File: src/rtl/lsw_pkg.sv
package lsw_pkg;
    // Mode code is {ring_select, test_select}
    typedef enum logic [1:0] {
        LSW_TALK = 2'b00,
        LSW_TEST = 2'b01,
        LSW_RING = 2'b10,
        LSW_OFF  = 2'b11
    } lsw_mode_e;

    typedef struct packed {
        logic brk;
        logic rret;
        logic ring;
        logic test;
    } lsw_sw_s;
endpackage

File: src/rtl/lsw_accept.sv
module lsw_accept
    import lsw_pkg::*;
(
    input  logic      clk,
    input  logic      rst_n,
    input  logic      supply_ok_i,
    input  logic      latch_i,
    input  lsw_mode_e mode_req_i,
    output lsw_mode_e mode_o
);
    typedef struct packed {
        lsw_mode_e mode;
    } acc_s;

    acc_s acc_d, acc_q;

    always_comb begin
        acc_d = acc_q;
        if (!supply_ok_i) begin
            acc_d.mode = LSW_OFF;
        end else if (!latch_i) begin
            acc_d.mode = mode_req_i;
        end
    end

    always_ff @(posedge clk or negedge rst_n) begin
        if (!rst_n) acc_q <= '{mode: LSW_OFF};
        else        acc_q <= acc_d;
    end

    assign mode_o = acc_q.mode;

    assert_mode_hold_R11: assert property (@(posedge clk) disable iff (!rst_n)
        (latch_i && supply_ok_i) |=> $stable(acc_q.mode));

    assert_lockout_clear_R1: assert property (@(posedge clk) disable iff (!rst_n)
        !supply_ok_i |=> (acc_q.mode == LSW_OFF));
endmodule

File: src/rtl/lsw_drive.sv
module lsw_drive
    import lsw_pkg::*;
(
    input  logic      clk,
    input  logic      rst_n,
    input  logic      supply_ok_i,
    input  logic      shdn_n_i,
    input  lsw_mode_e mode_i,
    input  logic      zero_cross_i,
    output lsw_sw_s   sw_o
);
    lsw_sw_s   sw_d, sw_q;
    lsw_mode_e eff_mode;

    always_comb begin
        eff_mode = shdn_n_i ? mode_i : LSW_OFF;
        sw_d.brk  = (eff_mode == LSW_TALK);
        sw_d.rret = (eff_mode == LSW_RING);
        sw_d.test = (eff_mode == LSW_TEST);
        // Ringing switch may only open at a current zero crossing
        sw_d.ring = (eff_mode == LSW_RING) ? 1'b1 : (sw_q.ring & ~zero_cross_i);
        if (!supply_ok_i) sw_d = '0;
    end

    always_ff @(posedge clk or negedge rst_n) begin
        if (!rst_n) sw_q <= '0;
        else        sw_q <= sw_d;
    end

    assign sw_o = sw_q;

    assert_sw4_wait_R8: assert property (@(posedge clk) disable iff (!rst_n)
        (sw_q.ring && !zero_cross_i && supply_ok_i) |=> sw_q.ring);

    assert_sw4_with_rret_R4: assert property (@(posedge clk) disable iff (!rst_n)
        $rose(sw_q.ring) |-> sw_q.rret);

    assert_override_R10: assert property (@(posedge clk) disable iff (!rst_n)
        !shdn_n_i |=> !(sw_q.brk || sw_q.rret || sw_q.test));

    assert_one_state_R7: assert property (@(posedge clk) disable iff (!rst_n)
        $onehot0({sw_q.brk, sw_q.rret, sw_q.test}));
endmodule

File: src/rtl/line_switch_ctrl.sv
module line_switch_ctrl
    import lsw_pkg::*;
(
    input  logic clk,
    input  logic rst_n,
    input  logic supply_ok_i,
    input  logic latch_i,
    input  logic mode_ring_i,
    input  logic mode_test_i,
    input  logic shdn_ext_n_i,
    input  logic therm_fault_i,
    input  logic zero_cross_i,
    output logic brk_en_o,
    output logic rret_en_o,
    output logic ring_en_o,
    output logic test_en_o,
    output logic shdn_n_o
);
    lsw_mode_e mode_req;
    lsw_mode_e mode_acc;
    lsw_sw_s   sw;

    assign mode_req = lsw_mode_e'({mode_ring_i, mode_test_i});
    assign shdn_n_o = shdn_ext_n_i & ~therm_fault_i;

    lsw_accept u_accept (
        .clk         (clk),
        .rst_n       (rst_n),
        .supply_ok_i (supply_ok_i),
        .latch_i     (latch_i),
        .mode_req_i  (mode_req),
        .mode_o      (mode_acc)
    );

    lsw_drive u_drive (
        .clk          (clk),
        .rst_n        (rst_n),
        .supply_ok_i  (supply_ok_i),
        .shdn_n_i     (shdn_n_o),
        .mode_i       (mode_acc),
        .zero_cross_i (zero_cross_i),
        .sw_o         (sw)
    );

    assign brk_en_o  = sw.brk;
    assign rret_en_o = sw.rret;
    assign ring_en_o = sw.ring;
    assign test_en_o = sw.test;

    assert_supply_off_R1: assert property (@(posedge clk) disable iff (!rst_n)
        !supply_ok_i |=> !(brk_en_o || rret_en_o || ring_en_o || test_en_o));
endmodule

File: config.mk
export PLATFORM = sky130hd
export DESIGN_NAME = line_switch_ctrl
export DESIGN_NICKNAME = d
export VERILOG_FILES = /design/src/rtl/lsw_pkg.sv /design/src/rtl/lsw_accept.sv /design/src/rtl/lsw_drive.sv /design/src/rtl/line_switch_ctrl.sv
export SDC_FILE = /design/constraint.sdc
export NUM_CORES = 1
export LEC_CHECK = 0
export BUFFER_PORTS_ARGS = -buffer_cell sky130_fd_sc_hd__clkbuf_2
export CORE_AREA = 2 2 39 41
export DETAILED_ROUTE_END_ITERATION = 6
export DIE_AREA = 0 0 41 43
export SETUP_SLACK_MARGIN = 0.2
export SYNTH_ARGS = -nofsm -noshare
export SYNTH_HDL_FRONTEND = slang
export SYNTH_SLANG_ARGS = --single-unit
export TNS_END_PERCENT = 50
File: constraint.sdc
create_clock -name clk -period 1.7 [get_ports clk]
set_input_delay 0.17 -clock clk [delete_from_list [all_inputs] [get_ports clk]]
set_output_delay 0.17 -clock clk [all_outputs]
set_load 0.02 [all_outputs]
**Yosys cells after proc, flatten, opt, wreduce, memory -nomap -nowiden**

Index checks and enable logic that the tools add are counted.

- Register bits: 6
- Input port bits: 9

- Eq/ne operators: 3
- Mux-type cells: 5
- Bitwise gates (word level): 4
- Reductions and logical operators: 1

Operator list:

| kind | count |
|---|---|
| two-way mux 2 bit | 3 |
| two-way mux 4 bit | 1 |
| AND 1 bit | 2 |
| == test 2 x 1 -> 1 bit (second input constant) | 1 |
| == test 2 bit (second input constant) | 1 |
| logical NOT 2 bit | 1 |
| != test 2 bit (second input constant) | 1 |
| NOT 1 bit | 2 |
| two-way mux 1 bit | 1 |

**Longest topological paths before layout**

Gate-level depths: netlist of run 1.

- Word-level depth: 6
- Mapped depth: 2

**By module**

From an unflattened synthesis of run 1, not the netlist that was laid out.

- Cells, all modules: 18
- Area, all modules: 239.0 µm²

By module, submodules not included:

| module | times used | cells an instance | area an instance (µm²) | seq. area each (µm²) |
|---|---|---|---|---|
| lsw_drive | 1 | 11 | 145.1 | 100.1 |
| lsw_accept | 1 | 6 | 80.1 | 52.6 |
| line_switch_ctrl | 1 | 1 | 13.8 | 0.0 |

**Worst setup path after synthesis of run 1**

OpenSTA, ideal clock, no wires.

- Path type: register to register
- From: register u_accept.acc_q, in the netlist u_accept.mode_o[1]
- To: register u_drive.sw_q, in the netlist u_drive.sw_o[1]
- Arrival: 819 ps
- Required time: 1605 ps
- Setup slack: 786 ps
- Cell stages (with the launch flop): 3
- Cells stage by stage: dfstp_2 > inv_1 > o32ai_2

RTL lines:

| item | RTL line | source |
|---|---|---|
| start, declared | lsw_accept.sv:15 | `acc_s acc_d, acc_q;` |
| start signal, assigned | lsw_accept.sv:27 | `if (!rst_n) acc_q <= '{mode: LSW_OFF};` |
| end signal, assigned | lsw_drive.sv:27 | `else sw_q <= sw_d;` |
| end, declared | lsw_drive.sv:12 | `lsw_sw_s sw_d, sw_q;` |

==> results_dict.tcl, run 1 <==
set metrics [dict create \
    status "finished clean" \
    place_congestion 0.736 \
    timing.slew.headroom 0.873 \
    crit_arrival_ns 1.11 \
    p_int_w 0.000255 \
    start_kind "flop" \
    fmax_ghz 1.04 \
    syn-instance-count 18 \
    fin_crit_ns 0.961 \
    cp_slowest_cell "dfstp_2" \
    synth_top_area_share 0.396 \
    drt_iter0_drc 6 \
    grt_pass1_vias 194 \
    grt_pass1_wl_microns 814 \
    cp.required_ns 1.85 \
    numCtsBuffers 3 \
    totalWireLength_microns 494 \
    n_antenna_cell 0 \
    io_buffers 13 \
    hold_viol 0 \
    yosysWarnings 0 \
    coreArea_sq_um 1380 \
    postSynthAreaPerCell_sq_um 14.0 \
    tritoncts "yes" \
    ant_nets 0 \
    synth_nets 27 \
    clkLatencyLatePin_ns 0.24 \
    power.density_nw_per_um2 875 \
    grt_usage 0.0796 \
    antenna_found_initial 0 \
    fin_worst_skew_ns 0.00444 \
    io_pins 14 \
    pwr-share-seq 0.469 \
    path_class "flop to flop" \
    path_cells "inv_1 > o32ai_2" \
    wl_per_cell_microns 9.50 \
    ir_drop_mv 0.241 \
    multi_input_area_sq_um 96.3 \
    rsz0062_at_grt "no" \
    die_h_microns 43 \
    cts.clk_slew.worst_paths_ns 0.04 \
    dr_total_vias 208 \
    drc 0 \
    synthesis.area_sq_um 253 \
    ys_seq_elements 6 \
    cts.htree.levels 1 \
    layout_setup_ws_ns 0.739 \
    slew_viol_final 0 \
    drv_cap 0 \
    power_switching_share 0.221 \
    nets 46 \
    row_count 14 \
    cts_root_buffer "clkbuf_4" \
    hp-class "primary input to flop" \
    switchingPower_w 0.0000723 \
    regArea_sq_um 153 \
    combPwrFrac 0.104 \
    tns_ns 0 \
    gr-total-overflow 0 \
    fill_cells 155 \
    whs_ns 0.126 \
    cp_max_fo 4 \
    pre_cts_slack_ns 0.756 \
    die_x_microns 41 \
    area_growth_pct 48.0 \
    die-area_sq_um 1760 \
    cts.path.max_buffers 2 \
    clock-sinks 6 \
    grt_start_max_net_pins 7 \
    p_clk_frac 0.427 \
    drive_above_1_share 0.583 \
    drt_first_pass_iters 3 \
    dp_hpwl_microns 410 \
    setup_viol 0 \
    initial_core_util 0.183 \
    synthTopCellsByArea "dfrtp_1 (40%), dfstp_2 (21%), mux2i_1 (7.9%)" \
    end_kind "flop" \
    layout_worst_path_cycle_share 0.565 \
    synth_cell_type_count 10 \
    power_leakage_nw 0.199 \
    cpPeakStageDelay_ns 0.55 \
    synth_top_cell_by_area "dfrtp_1" \
    routed_via_density 4.00 \
    ys_seq_area_frac 0.604 \
    worst_slew_pin_slew_ns 0.190 \
]
-- per-layer routing --
layer | share of wire | track usage | vias up
met2 | 0.38 | 0.0719 | 16
met3 | 0.14 | 0.0785 | 0
li1 | - | - | 98
met1 | 0.48 | 0.104 | 94
met4 | 0 | 0.0600 | 0
met5 | 0 | 0 | -
-- power by group through the flow --
| stage | combinational [W] | sequential (W) | clock (W) |
|---|---|---|---|
| 6_report | 0.0000340 | 0.000153 | 0.000140 |
| 2_1_floorplan | 0.0000127 | 0.000156 | 0 |
| 3_3_place_gp | 0.0000324 | 0.000155 | 0 |
| 5_1_grt | 0.0000375 | 0.000154 | 0.000166 |
| 4_1_cts | 0.0000346 | 0.000153 | 0.000150 |
| 3_5_place_dp | 0.0000327 | 0.000155 | 0 |
-- timing repair --
action                    CTS  global route
buffers inserted            0             0
gates resized for setup     0             0
hold endpoints to repair    6             0
hold buffers                1             0
-- registers in the layout, summed over array words and instances, names as in the netlist --
name / cells
u_accept.mode_o: 2
u_drive.sw_o: 4
-- cells by family after synthesis --
| group | after synthesis | share of synthesized area |
|---|---|---|
| mux | 2 | 0.0792 |
| flops | 6 | 0.604 |
| buf+inv | 1 | 0.0148 |
| compound gates | 1 | 0.0644 |
| simple gates | 8 | 0.238 |
-- area by class of cell --
cell class                 count  share of cell area
timing repair buffer          14               0.201
inverter                       1              0.0100
clock buffer                   4              0.0702
sequential                     6               0.408
multi-input combinational     11               0.258
tap                           16              0.0535
-- cells in the mapped netlist --
library cell / count
dfrtp_1: 4
dfstp_2: 2
inv_1: 1
mux2i_1: 2
nand2_1: 3
nand3b_4: 1
nor2b_1: 1
nor3_1: 2
nor3b_2: 1
o32ai_2: 1
-- layout by cell type, fill, tap and decap left out --
| cell type | n |
|---|---|
| clkbuf_2 | 13 |
| dfrtp_1 | 4 |
| nand2_1 | 3 |
| clkbuf_4 | 3 |
| nor3_1 | 2 |
| mux2i_1 | 2 |
| dfstp_2 | 2 |
| inv_1 | 1 |
| nand3b_4 | 1 |
| o32ai_2 | 1 |
| nor3b_2 | 1 |
| nor2b_1 | 1 |
| clkbuf_1 | 1 |
| dlygate4sd3_1 | 1 |
-- through the flow --
stage	instances	util	instance area (sq um)	power (W)
2_1_floorplan	18	-	253	0.000169
3_3_place_gp	47	0.244	338	0.000188
3_5_place_dp	47	0.244	338	0.000188
4_1_cts	52	0.270	374	0.000338
5_1_grt	52	0.270	374	0.000357
6_report	52	0.270	374	0.000327
-- critical path: cells and delay by family, from the launching register on --
kind	cells	cell delay (ns)
AO/OA/AOI/OAI	1	0.25
flip-flops	1	0.55
buffers and inverters	1	0.06
-- path summary, 6_finish.rpt --
kind,from,endpoint,slack [ns],cells past startpoint
max,u_accept.mode_o[1],u_drive.sw_o[1],0.74,2
min,zero_cross_i,u_drive.sw_o[1],0.13,2
max reg2reg,u_accept.mode_o[1],u_drive.sw_o[1],0.74,2
min reg2reg,u_accept.mode_o[1],u_drive.sw_o[2],0.55,2
max in group asynchronous,rst_n,u_accept.mode_o[0],1.18,2
min in group asynchronous,rst_n,u_drive.sw_o[2],0.29,2
(Power assumes the default switching activity.)
==> run 2: changes to the inputs <==
==> constraint.sdc (replaced) <==
create_clock -name clk -period 1 [get_ports clk]
set_input_delay 0.1 -clock clk [delete_from_list [all_inputs] [get_ports clk]]
set_output_delay 0.1 -clock clk [all_outputs]
set_load 0.02 [all_outputs]
==> run 2 against run 1 <==
Sequential share of layout area fell by 3.5 points. Global-route usage down 0.36 points. Sequential power is 70% higher. Largest cell class unchanged.
==> results_dict.tcl, run 2 (synthesis results as in run 1) <==
set metrics [dict create \
    largest_reg_flops 4 \
    reg2regPathDepth 2 \
    cts.path.max_buffers 2 \
    cts.clk_slew.worst_paths_ns 0.05 \
    fin_worst_skew_ns 0.00769 \
    r2r-end "u_drive.sw_o[1]" \
    final_common_cell "clkbuf_2" \
    clock-sinks 6 \
    cts.htree.levels 1 \
    path_class "flop to output pin" \
    final_util 0.296 \
    cp_max_fo 2 \
    coreArea_sq_um 1380 \
    status "finished clean" \
    end_kind "output pin" \
    fin_area_sq_um 409 \
    wl_per_cell_microns 9.61 \
    crit_family "flip-flops" \
    row_count 14 \
    n_antenna_cell 0 \
    rsz0062_at_grt "yes" \
    hold_viol 0 \
    gr-total-overflow 0 \
    worst_slew_pin_slew_ns 0.137 \
    dr_total_vias 207 \
    die-area_sq_um 1760 \
    fmax_ghz 1.15 \
    tns_ns 0 \
    final_cell_mix "clkbuf_2 (11), dfrtp_1 (4), nand2_1 (3), clkbuf_4 (3)" \
    hold_start "zero_cross_i" \
    initial_core_util 0.183 \
    totalWireLength_microns 519 \
    ant_nets 0 \
    path_cells "clkbuf_8" \
    io_pins 14 \
    use_met1 0.0792 \
    routed_via_density 3.83 \
    layout_worst_path_cycle_share 0.872 \
    place_congestion 0.759 \
    cp_slowest_cell "dfrtp_1" \
    grt_pass1_wl_microns 814 \
    clkLatencyLatePin_ns 0.24 \
    hold_depth 2 \
    numCtsBuffers 3 \
    drv_cap 0 \
    grt_usage 0.0759 \
    dpl_cell_area_sq_um 338 \
    antenna_found_initial 0 \
    layout_setup_ws_ns 0.128 \
    timing.slew.headroom 0.906 \
    drt_iter0_drc 0 \
    grt_pass1_vias 199 \
    die_h_microns 43 \
    drive_above_1_share 0.658 \
    r2r-start "u_accept.mode_o[1]" \
    drc 0 \
    area_growth_pct 61.9 \
    grt_use_met3 0.0576 \
    path_buf_inv 1 \
    hp-class "primary input to flop" \
    place_inst 47 \
    r2r_slack_ns 0.16 \
    power.density_nw_per_um2 1380 \
    start_kind "flop" \
    drt_first_pass_iters 1 \
    pre_cts_slack_ns 0.124 \
    cp.required_ns 0.90 \
    setup_viol 0 \
    cpPeakStageDelay_ns 0.38 \
    min_to "u_drive.sw_o[1]" \
    tritoncts "yes" \
    ir_drop_mv 0.492 \
    fin_crit_ns 0.872 \
    cts_root_buffer "clkbuf_4" \
    die_x_microns 41 \
    slew_viol_final 0 \
    power_leakage_nw 0.211 \
    use_met2 0.0875 \
    grt_start_max_net_pins 7 \
    crit_arrival_ns 0.77 \
    dp_hpwl_microns 431 \
    busiest_layer "met2" \
    io_buffers 13 \
    stdcell_count 54 \
    nets 48 \
    timing.critical_path.from "u_drive.sw_o[1]" \
]
==> run 2: cell types whose count changed in the layout (fill, tap and decap cells not counted), sizes merged <==
cell / change
buf: +3
clkbuf: -1
==> run 2: layout make-up <==
cell class	instances	area [sq um]
tap	16	20.0
sequential	6	153
timing repair buffer	16	105
fill	145	975
multi-input combinational	11	101
clock buffer	4	26.3
inverter	1	3.75
==> run 2: how the worst max path moves through the flow <==
stage | end | cells past startpoint
after CTS | ring_en_o | 1
final | ring_en_o | 1
after detailed placement | u_drive.sw_o[2] | 2
after global placement | u_drive.sw_o[1] | 2
after global routing | ring_en_o | 1
after floorplan | u_drive.sw_o[1] | 2
==> run 2: metrics by stage <==
stage          hold slack (ns)  total power, W
2_1_floorplan           -0.196        0.000287
3_3_place_gp           -0.0688        0.000320
3_5_place_dp           -0.0671        0.000321
4_1_cts                 0.0265        0.000578
5_1_grt                 0.0287        0.000601
6_report                0.0381        0.000564
==> run 2: per-layer routing <==
layer	wire length, microns	part of all wire	vias to the layer above
li1	-	-	105
met1	226	0.44	88
met2	209	0.40	14
met3	83	0.16	0
met4	0	0	0
met5	0	0	-
==> run 2: timing repair <==
item	in CTS	in global routing
pin swaps	0	1
endpoints found under the setup margin	7	8
hold buffers	1	0
buffers inserted	1	1
resized for setup	3	3
hold endpoints to repair	6	0
==> run 2: report_power, final <==
part | total, W | internal (W) | leakage, nW | switching, W
clock network | 0.000238 | 0.000151 | 0.0150 | 0.0000866
registers | 0.000260 | 0.000254 | 0.0767 | 0.00000645
logic | 0.0000665 | 0.0000342 | 0.120 | 0.0000322
total | 0.000564 | 0.000439 | 0.211 | 0.000125
